$ cat src/rtl/i2c_ctrl_pkg.sv
// Package: field positions and the field record of the I2C control register.
// Assumes an 8-bit register where the top two bits are reserved.
package i2c_ctrl_pkg;
    localparam int unsigned CR_W    = 8;
    localparam int unsigned BIT_PE  = 5;
    localparam int unsigned BIT_GC  = 4;
    localparam int unsigned BIT_STA = 3;
    localparam int unsigned BIT_ACK = 2;
    localparam int unsigned BIT_STO = 1;
    localparam int unsigned BIT_ITE = 0;

    typedef struct packed {
        logic pe;
        logic gc_en;
        logic sta;
        logic ack;
        logic sto;
        logic ite;
    } cr_fields_t;
endpackage

$ cat src/rtl/i2c_cr_store.sv
// Module: i2c_cr_store
// Holds the control fields, applies the two-step enable, the disable clear,
// and the hardware clears of start and stop. Assumes single-cycle strobes.
module i2c_cr_store
    import i2c_ctrl_pkg::*;
#(
    parameter int unsigned DATA_W = CR_W
) (
    input  logic              clk,
    input  logic              rst_n,
    input  logic              wr_en,
    input  logic [DATA_W-1:0] wr_data,
    input  logic              start_sent,
    input  logic              stop_done,
    output cr_fields_t        cr,
    output logic              sta_clr
);
    cr_fields_t cr_q;

    // Purpose: hardware clear of start when the engine reports it sent.
    always_comb sta_clr = start_sent && cr_q.sta;

    // Purpose: register update from host writes and hardware strobes.
    always_ff @(posedge clk) begin
        if (!rst_n) begin
            cr_q <= '0;
        end else begin
            if (wr_en) begin
                if (!cr_q.pe) begin
                    if (wr_data[BIT_PE]) cr_q.pe <= 1'b1;
                end else begin
                    cr_q.pe  <= wr_data[BIT_PE];
                    cr_q.sto <= wr_data[BIT_STO];
                    if (wr_data[BIT_PE]) begin
                        cr_q.gc_en <= wr_data[BIT_GC];
                        cr_q.sta   <= wr_data[BIT_STA];
                        cr_q.ack   <= wr_data[BIT_ACK];
                        cr_q.ite   <= wr_data[BIT_ITE];
                    end else begin
                        cr_q.gc_en <= 1'b0;
                        cr_q.sta   <= 1'b0;
                        cr_q.ack   <= 1'b0;
                        cr_q.ite   <= 1'b0;
                    end
                end
            end
            if (sta_clr)   cr_q.sta <= 1'b0;
            if (stop_done) cr_q.sto <= 1'b0;
        end
    end

    assign cr = cr_q;
endmodule

$ cat src/rtl/i2c_start_irq.sv
// Module: i2c_start_irq
// Forms the mode-dependent start request and the one-cycle interrupt pulse
// registered on the edge that clears start. Assumes sta_clr lasts one cycle.
module i2c_start_irq (
    input  logic clk,
    input  logic rst_n,
    input  logic sta,
    input  logic ite,
    input  logic sta_clr,
    input  logic is_master,
    input  logic bus_free,
    output logic start_req,
    output logic irq
);
    // Purpose: master asks at once, slave waits for an idle bus.
    always_comb start_req = sta && (is_master || bus_free);

    // Purpose: pulse the interrupt with the start clear when enabled.
    always_ff @(posedge clk) begin
        if (!rst_n) irq <= 1'b0;
        else        irq <= sta_clr && ite;
    end
endmodule

$ cat src/rtl/i2c_gc_decode.sv
// Module: i2c_gc_decode
// Decides whether a received address is the general-call address to be
// acknowledged. Assumes rx_addr is stable while addr_valid is high.
module i2c_gc_decode #(
    parameter int unsigned        ADDR_W  = 8,
    parameter logic [ADDR_W-1:0]  GC_ADDR = '0
) (
    input  logic              pe,
    input  logic              gc_en,
    input  logic              addr_valid,
    input  logic [ADDR_W-1:0] rx_addr,
    output logic              gc_ack
);
    // Purpose: exact match on the general-call value only.
    always_comb gc_ack = pe && gc_en && addr_valid && (rx_addr == GC_ADDR);
endmodule

$ cat src/rtl/i2c_ctrl_reg.sv
// Module: i2c_ctrl_reg (top)
// Control register unit of a small I2C peripheral: byte read/write port,
// control outputs to the bus engine, start handling, general-call acknowledge.
// Assumes engine strobes are synchronous to clk and one cycle long.
module i2c_ctrl_reg
    import i2c_ctrl_pkg::*;
#(
    parameter int unsigned DATA_W = CR_W,
    parameter int unsigned ADDR_W = 8
) (
    input  logic              clk,
    input  logic              rst_n,
    input  logic              wr_en,
    input  logic [DATA_W-1:0] wr_data,
    output logic [DATA_W-1:0] rd_data,
    input  logic              start_sent,
    input  logic              stop_done,
    input  logic              bus_free,
    input  logic              is_master,
    input  logic              addr_valid,
    input  logic [ADDR_W-1:0] rx_addr,
    output logic              pe_o,
    output logic              ack_en_o,
    output logic              stop_o,
    output logic              ite_o,
    output logic              start_req,
    output logic              irq,
    output logic              gc_ack,
    output logic              bus_release
);
    localparam int unsigned RSV_W = DATA_W - $bits(cr_fields_t);

    cr_fields_t cr;
    logic       sta_clr;

    i2c_cr_store #(.DATA_W(DATA_W)) u_store (
        .clk(clk), .rst_n(rst_n), .wr_en(wr_en), .wr_data(wr_data),
        .start_sent(start_sent), .stop_done(stop_done),
        .cr(cr), .sta_clr(sta_clr)
    );

    i2c_start_irq u_start (
        .clk(clk), .rst_n(rst_n), .sta(cr.sta), .ite(cr.ite),
        .sta_clr(sta_clr), .is_master(is_master), .bus_free(bus_free),
        .start_req(start_req), .irq(irq)
    );

    i2c_gc_decode #(.ADDR_W(ADDR_W)) u_gc (
        .pe(cr.pe), .gc_en(cr.gc_en), .addr_valid(addr_valid),
        .rx_addr(rx_addr), .gc_ack(gc_ack)
    );

    // Purpose: read view with reserved bits forced low.
    always_comb rd_data = {{RSV_W{1'b0}}, cr};

    // Purpose: control outputs to the engine.
    always_comb begin
        pe_o        = cr.pe;
        ack_en_o    = cr.ack;
        stop_o      = cr.sto;
        ite_o       = cr.ite;
        bus_release = !cr.pe;
    end
endmodule

$ cat config.mk
export PLATFORM = sky130hd
export DESIGN_NAME = i2c_ctrl_reg
export DESIGN_NICKNAME = d
export VERILOG_FILES = /design/src/rtl/i2c_ctrl_pkg.sv /design/src/rtl/i2c_cr_store.sv /design/src/rtl/i2c_start_irq.sv /design/src/rtl/i2c_gc_decode.sv /design/src/rtl/i2c_ctrl_reg.sv
export SDC_FILE = /design/constraint.sdc
export NUM_CORES = 1
export LEC_CHECK = 0
export BUFFER_PORTS_ARGS = -buffer_cell sky130_fd_sc_hd__buf_2
export CAP_MARGIN = 20
export CORE_AREA = 5 5 42 44
export CTS_BUF_LIST = sky130_fd_sc_hd__clkbuf_8
export DETAILED_ROUTE_END_ITERATION = 10
export DIE_AREA = 0 0 47 49
export PLACE_DENSITY = 0.69
export SLEW_MARGIN = 20
export SYNTH_ARGS = -nofsm -noshare
export SYNTH_HDL_FRONTEND = slang
export SYNTH_SLANG_ARGS = --single-unit
$ cat constraint.sdc
create_clock -name clk -period 1.35 [get_ports clk]
set_input_delay 0.27 -clock clk [delete_from_list [all_inputs] [get_ports clk]]
set_output_delay 0.27 -clock clk [all_outputs]
set_load 0.01 [all_outputs]
==> metrics list, run 1 <==
* Outcome: complete, but fails checks
- Failing checks: setup timing
- Dividing total power by cell area gives a power density of 973 nW/um^2.
- Share of total power in sequential cells: 37.6%
- In the post-route analysis, the smallest setup slack over all paths is -0.0447 ns.
- Part of the total power dissipated in combinational logic: 13.5%
- Final number of hold-violating endpoints: 0
- Slowest cell on crit path: sky130_fd_sc_hd__or4_4
- By instance count, the leading cell after synthesis is sky130_fd_sc_hd__buf_4.
* Synth area leaders: sky130_fd_sc_hd__dfxtp_1 35%, sky130_fd_sc_hd__buf_4 15%, sky130_fd_sc_hd__a21bo_2 10%
* Count of buffering cells on the critical path with inverters included: 2
* Clock latency on the worst-skew pair: between 0.2 and 0.25 ns
- After detailed routing, the number of remaining DRC violations is 0.
* Synth top cells by count: 8 x sky130_fd_sc_hd__buf_4, 7 x sky130_fd_sc_hd__dfxtp_1, 4 x sky130_fd_sc_hd__a21bo_2, 4 x sky130_fd_sc_hd__nand4_1, 3 x sky130_fd_sc_hd__a21oi_1
- The initial antenna violation count is 0.
- Summed over all layers, the global routing overflow is 0.
- Synthesis inferred 7 register bits.
* Final critical path time including I/O delays and setup: 1.39 ns
* Growth of design area from synthesis to finish: 47.0%
- CTS built an H-tree with a depth of 1.
* Maximum number of pins on one net before global-route repair: 15
- The number of placed instances, taps included, is 86.
- Unique masters post-synth: 20
* Clock sink count: 7
- All-Layer GR Usage: 9.82%
- Critical R2R Launch: u_store.cr[5]
- Dividing the synthesized area by the synthesized cell count gives 9.28 um^2.
* Placement row count: 14
- Post-DR wirelength/cell: 12.3 um
- Worst slack at placement: -0.114 ns
- In this run the most critical hold path is launched from stop_done.
- Number of top-level design ports: 40
- Average via count per standard cell: 4.61
- Sequential cell area: 140 um^2
- Kind of capture point of the worst setup path: output port
* Clock network fraction of design power: 48.9%
- Broken down by cell family, the worst path's largest delay share belongs to simple AND/OR/NAND/NOR gates.
* CTS tree: yes
- STA puts the critical path data required time at 1.08 ns.
- The number of hold buffers added after CTS was 0.
- Core outline area: 1400 um^2
* Non-Filler Instances: 90
* Layout cells sized above 1: between 60 and 70%
- The first routing iteration left 7 violations.
- Maximum clock rate: 0.717 GHz
* Initial core utilization: 28.5%
- The floorplan step set the die width to 47 um.
- Hold Crit Endpoint: u_store.cr[1]
* Final count of negative-setup-slack endpoints: 1
- 0 antenna diodes ended up in the layout.
* Total power of the final layout: 0.571 mW
- The count of nets left with antenna violations once routing finished came out at 0.
- Internal power: 0.447 mW
* Type of the tightest min-delay check: in -> reg
- The final layout contains 99 nets.
- Across the routed clock network, the largest skew measured is between 0.001 and 0.0015 ns.
* Proportion of netlist area held by the largest area contributor: 35.1%
- Number of iterations in the first detailed-routing pass: 4
- Cell type with the largest total area after synthesis: sky130_fd_sc_hd__dfxtp_1
- Via count of the first global-routing pass: 410
- Counting flops with a built-in enable in the synthesized netlist gives 0.
- Buffers inserted during clock tree synthesis total 3.
* Seq/Total Area, Yosys: 35.1%
* Fin Setup TNS: -0.0447 ns
- In this run the static leakage power is 0.306 nW.
* Number of cells produced by synthesis: 43
- The die is 49 um tall.
- The number of cells on the worst reg-to-reg path is 3.
* Critical path, cell by cell: buf_6 > or4_4 > nor3_2 > buf_2
- Clock transition time at the flip-flop clock pins of the worst setup and hold paths: 0.04 ns
- Post-CTS setup buffer count: 0
* Total via count after detailed routing: between 400 and 500
- The worst setup path is launched from a primary input.
- The worst register-to-register path ends at u_store.cr[3].
* Number of max-cap violations: 0
* Sw Ratio: 21.7%
- Buffers placed on the I/O ports in this run total 35.
- Summing all multi-input logic gate instances after layout gives 185 um^2.
- Mapped Area: 399 um^2
* Filler Cell Count: 162
- Largest buffer count on any clock path: 2
- CTS placed an instance of sky130_fd_sc_hd__clkbuf_8 at the clock tree root.
* Type of the worst setup path: in -> out
- For this run, the number of Yosys warnings is 0.
* Flop2flop setup slack: 0.29 ns
* First-pass GRT wire length: 1690 um
* Post-route worst hold slack: 0.206 ns
- Net Sw Power: between 0.1 and 0.15 mW
* DP Wirelength: ~900 um
- Of all nets on the critical path, the largest fanout is 1.
- Setup repair after global routing could not meet its margin everywhere.
- Data arrives at the worst endpoint at 1.12 ns.
- On the worst path, the slowest cell contributes a delay of 0.52 ns.
- The worst path uses 103% of the clock period.
* Post-synth ARST share: 0%
- Flip-flop cell with the highest count after synthesis: sky130_fd_sc_hd__dfxtp_1
* Total die area: 2300 um^2
- Wires add up to 1110 um.
- IR analysis of the VDD net gives a maximum drop of 564 uV.
- Counting instances, the worst hold path has a depth of 2.
- Number of max-slew violations in the final report: 0
- The congestion estimate from routability-driven global placement came to 0.667.
[sequential cells by signal, indices dropped and copies added (netlist names)]
register and count:
u_start.irq 1, u_store.cr 6
[power groups by stage]
stage                     registers, mW  logic [mW]  clock network (mW)
final                             0.214      0.0773               0.279
after global routing              0.215      0.0855               0.294
after CTS                         0.214      0.0780               0.287
after detailed placement          0.218      0.0756                   0
after global placement            0.218      0.0743                   0
after floorplan                   0.220      0.0375                   0
[cells by family after synthesis]
| kind of cell | Yosys count | synth area share [%] |
|---|---|---|
| buf+inv | 12 | 19.4 |
| compound gates | 11 | 22.3 |
| simple gates | 11 | 19.7 |
| flops | 7 | 35.1 |
| mux | 1 | 2.51 |
| other cells | 1 | 0.940 |
[how the worst max path moves through the flow]
stage | slack, ns | cells after the start | from | to
floorplan | 0.07 | 2 | rx_addr[1] | gc_ack
global placement | -0.09 | 4 | rx_addr[1] | gc_ack
detailed placement | -0.11 | 4 | rx_addr[1] | gc_ack
CTS | -0.06 | 4 | rx_addr[6] | gc_ack
global route | -0.07 | 4 | rx_addr[6] | gc_ack
finish | -0.04 | 4 | rx_addr[6] | gc_ack
[worst register-to-register path, delay by kind of cell, from the launching register on]
kind / cells / cell delay, ns
flops: 1 / 0.30
buf+inv: 1 / 0.18
compound gates: 2 / 0.48
[what timing repair did]
item | 4_1_cts | 5_1_grt
pin swaps | 2 | 0
endpoints found under the setup margin | 1 | 1
cloned | 0 | 0
hold endpoints to repair | 0 | 0
gates resized for setup | 1 | 0
[layout make-up]
class,instances,area share [%]
timing repair buffer,36,32.2
multi-input combinational,25,31.6
sequential,7,23.9
clock buffer,3,7.04
tap,16,3.41
inverter,2,1.28
clock inverter,1,0.640
[routing by layer]
| layer | vias up | track usage (%) | part of all wire (%) |
|---|---|---|---|
| met2 | 22 | 16.1 | 47 |
| li1 | 209 | - | - |
| met1 | 182 | 10.6 | 39 |
| met4 | 0 | 4.15 | 0.72 |
| met5 | - | 0 | 0 |
| met3 | 2 | 4.06 | 13 |
[through the flow]
stage / area, um^2 / util, %
CTS: 587 / 41.9
floorplan: 403 / -
finish: 587 / 41.9
global route: 587 / 41.9
detailed placement: 536 / 38.2
global placement: 536 / 38.2
[cells in the final DEF (no fill, tap or decap), types with 2 or more instances in the layout]
master	n
sky130_fd_sc_hd__a21oi_1	3
sky130_fd_sc_hd__conb_1	2
sky130_fd_sc_hd__dfxtp_1	7
sky130_fd_sc_hd__buf_2	34
sky130_fd_sc_hd__a21bo_2	4
sky130_fd_sc_hd__inv_1	3
sky130_fd_sc_hd__nand4_1	4
sky130_fd_sc_hd__clkbuf_8	3
Power figures use the tool's default switching activity.
==> run 2: changes to the inputs <==
Settings changed: HOLD_SLACK_MARGIN from default to 0.03.
Clock period 1.35 ns to 1.6 ns, I/O delays scaled along.
==> run 2 against run 1 <==
  * The flow now finishes without violations
  * Register-to-register slack gained 0.25 ns
  * Sequential power shrank 15%
  * Worst hold slack gained 0.052 ns
  * Highest routed layer unchanged
==> metrics list, run 2 (same netlist as run 1, synthesis figures left out) <==
* Outcome: complete, no violations
* Routability congestion estimate from global placement: 0.666 (about the same)
- In this run the clock root is driven by a sky130_fd_sc_hd__clkbuf_8.
- The number of nets in the final layout was 99 (unchanged).
- Placement row count: 14 (unchanged)
* Crit-path leading delay family: simple AND/OR/NAND/NOR gates
* Growth of design area from synthesis to finish: 45.5%
- Filler Cell Count: 166 (+2.5%)
- The footprint of the multi-input gates is 185 um^2 (unchanged).
* Slowest cell on crit path: sky130_fd_sc_hd__or4_4
- The number of cells upsized or downsized after cts came to 0 (-1).
- STA classifies the critical path endpoint as an output port.
- The deepest level of the CTS H-tree came to 1 (unchanged).
* All-Layer GR Usage: 9.89% (+0.078 points)
- Most common cell after layout, fill and taps aside: sky130_fd_sc_hd__buf_2
- The number of global-route vias before repair came to 433 (+5.6%).
* Maximum number of pins on one net before global-route repair: 15 (unchanged)
- The peak ir drop on the vdd network was 368 uV (-35%).
- The number of top-level pins came to 40 (unchanged).
- Post-DR wirelength/cell: 12.1 um (-1.7%)
* Static leakage: 0.304 nW (-0.69%)
* Count of routing violations after the opening detailed-route iteration: 4 (-3)
- Largest buffer count on any clock path: 2 (unchanged)
- The reg2reg setup slack is 0.54 ns (+0.25 ns).
- The tightest min-delay check is of the in -> reg type.
* Core outline area: 1400 um^2 (unchanged)
- The detailed-route DRC error count is 0 (unchanged).
- The estimated wirelength of the detail-placed design was 883 um (-1.6%).
- Total via count after detailed routing: 421 (+1.4%)
- Summed area of non-filler cells in the final layout: 581 um^2 (-1.1%)
- Number of max-slew violations in the final report: 0 (unchanged)
- Placed Instance Area: 536 um^2 (unchanged)
* Post-CTS setup buffer count: 0 (unchanged)
- Timing would allow up to 0.650 GHz.
- Leftover overflow at the end of global routing: 0 (unchanged)
* Die Ht: 49 um (unchanged)
* Initial core utilization: 28.5% (unchanged)
* Clock sink count: 7 (unchanged)
* Number of antenna violations at the first check in global routing: 0 (unchanged)
- The number of flip-flops under the largest register name is 6 (unchanged).
* Most used cells in the layout excluding fill and tap cells: 35 x sky130_fd_sc_hd__buf_2, 7 x sky130_fd_sc_hd__dfxtp_1, 4 x sky130_fd_sc_hd__a21bo_2, 4 x sky130_fd_sc_hd__nand4_1
* Final number of hold-violating endpoints: 0 (unchanged)
- The setup skew after layout is 0.00153 ns (+0.000328 ns).
* Post-route ant nets: 0 (unchanged)
* Final count of negative-setup-slack endpoints: 0 (-1)
- The width of the die came to 47 um (unchanged).
- The worst setup path is of the in -> out kind.
- After layout, the worst path uses 96.1% of the clock period.
- The maximum fanout along the worst path was 1 (unchanged).
* Required time at the endpoint of the critical path: 1.28 ns (+0.20 ns)
* First-pass GRT wire length: 1690 um (unchanged)
- The length of the first detailed-routing pass in iterations is 4 (unchanged).
- STA classifies the critical path startpoint as a primary input.
- The final hold slack is 0.258 ns (+0.0521 ns).
- The total negative slack came to 0 ns (+0.0447 ns).
- Setup repair after global routing left no endpoint under its margin.
* Clock latency on the worst-skew pair: 0.22 ns (about the same)
- The number of buffers inserted during clock tree synthesis is 3 (unchanged).
- The data arrival time of the critical path was 1.22 ns (+0.10 ns).
* Count of buffering cells on the critical path with inverters included: 2 (unchanged)
- Critical path, cell by cell: buf_2 > or4_4 > nor3_2 > buf_2
- Count of hold buffers inserted by post-cts repair: 0 (unchanged)
* Average via count per standard cell: 4.68 (+1.4%)
* Antenna diode instance count: 0 (unchanged)
- CTS tree: yes
- The final worst-path setup slack came to 0.0623 ns (+0.107 ns).
- Total power of the final layout: 0.477 mW (-17%)
- The max-cap violation count was 0 (unchanged).
- The number of I/O port buffers is 35 (unchanged).
- Maximum cell stage delay along the critical path: 0.52 ns (about the same)
- The fraction of final layout cells sized beyond drive strength 1 came to 60.8% (unchanged).
- The sum of routed wire length over all layers came to 1090 um (-1.7%).
* Sequential cell area: 140 um^2 (unchanged)
* Total die area: 2300 um^2 (unchanged)
- The power per unit of standard cell area is 821 nW/um^2 (-16%).
- Worst slack at placement: 0.0543 ns (+0.168 ns)
- The cell that appears most often on the critical path is sky130_fd_sc_hd__buf_2.
- The clock slew at the register clock pins of the worst setup and hold paths came to 0.04 ns (about the same).
- The worst path in the final design needs a cycle of 1.54 ns, including I/O delays and setup.
## run 2: cell count changes in the layout (fill, tap and decap cells not counted)
| cell | before | now |
|---|---|---|
| sky130_fd_sc_hd__buf_2 | 34 | 35 |
| sky130_fd_sc_hd__buf_6 | 1 | 0 |
## run 2: worst paths after layout
path | startpoint | endpoint | cells past startpoint
min | stop_done | u_store.cr[1] | 2
min reg2reg | u_store.cr[0] | u_start.irq | 1
max reg2reg | u_store.cr[5] | u_store.cr[3] | 3
max | rx_addr[1] | gc_ack | 4
## run 2: worst register-to-register path, cell delays in order (launching register included)
cell                       delay (ns)
sky130_fd_sc_hd__dfxtp_1         0.30
sky130_fd_sc_hd__buf_4           0.18
sky130_fd_sc_hd__a21bo_2         0.20
sky130_fd_sc_hd__a221oi_1        0.27
## run 2: where the power goes
group          switching (mW)  internal [mW]  total [mW]
Sequential            0.00230          0.179       0.181
Combinational          0.0320         0.0317      0.0637
Clock                  0.0666          0.165       0.232
Total                   0.101          0.376       0.477
## run 2: routing by layer
metal	global-route usage [%]	up-vias	wire length, um
met2	17.2	24	552
li1	-	207	-
met3	4.43	2	172
met5	0	-	0
met4	4.15	0	8
met1	9.56	188	359
## run 2: stage by stage
step | cells | utilization [%]
2_1_floorplan | 44 | -
3_3_place_gp | 86 | 38.2
3_5_place_dp | 86 | 38.2
4_1_cts | 90 | 41.4
5_1_grt | 90 | 41.4
6_report | 90 | 41.4
## run 2: area by class of cell
type                            count  share of cell area (%)
Clock buffer                        3                    7.11
Clock inverter                      1                   0.647
Inverter                            2                    1.29
Multi-Input combinational cell     25                    31.9
Sequential cell                     7                    24.1
Tap cell                           16                    3.45
Timing Repair Buffer               36                    31.5
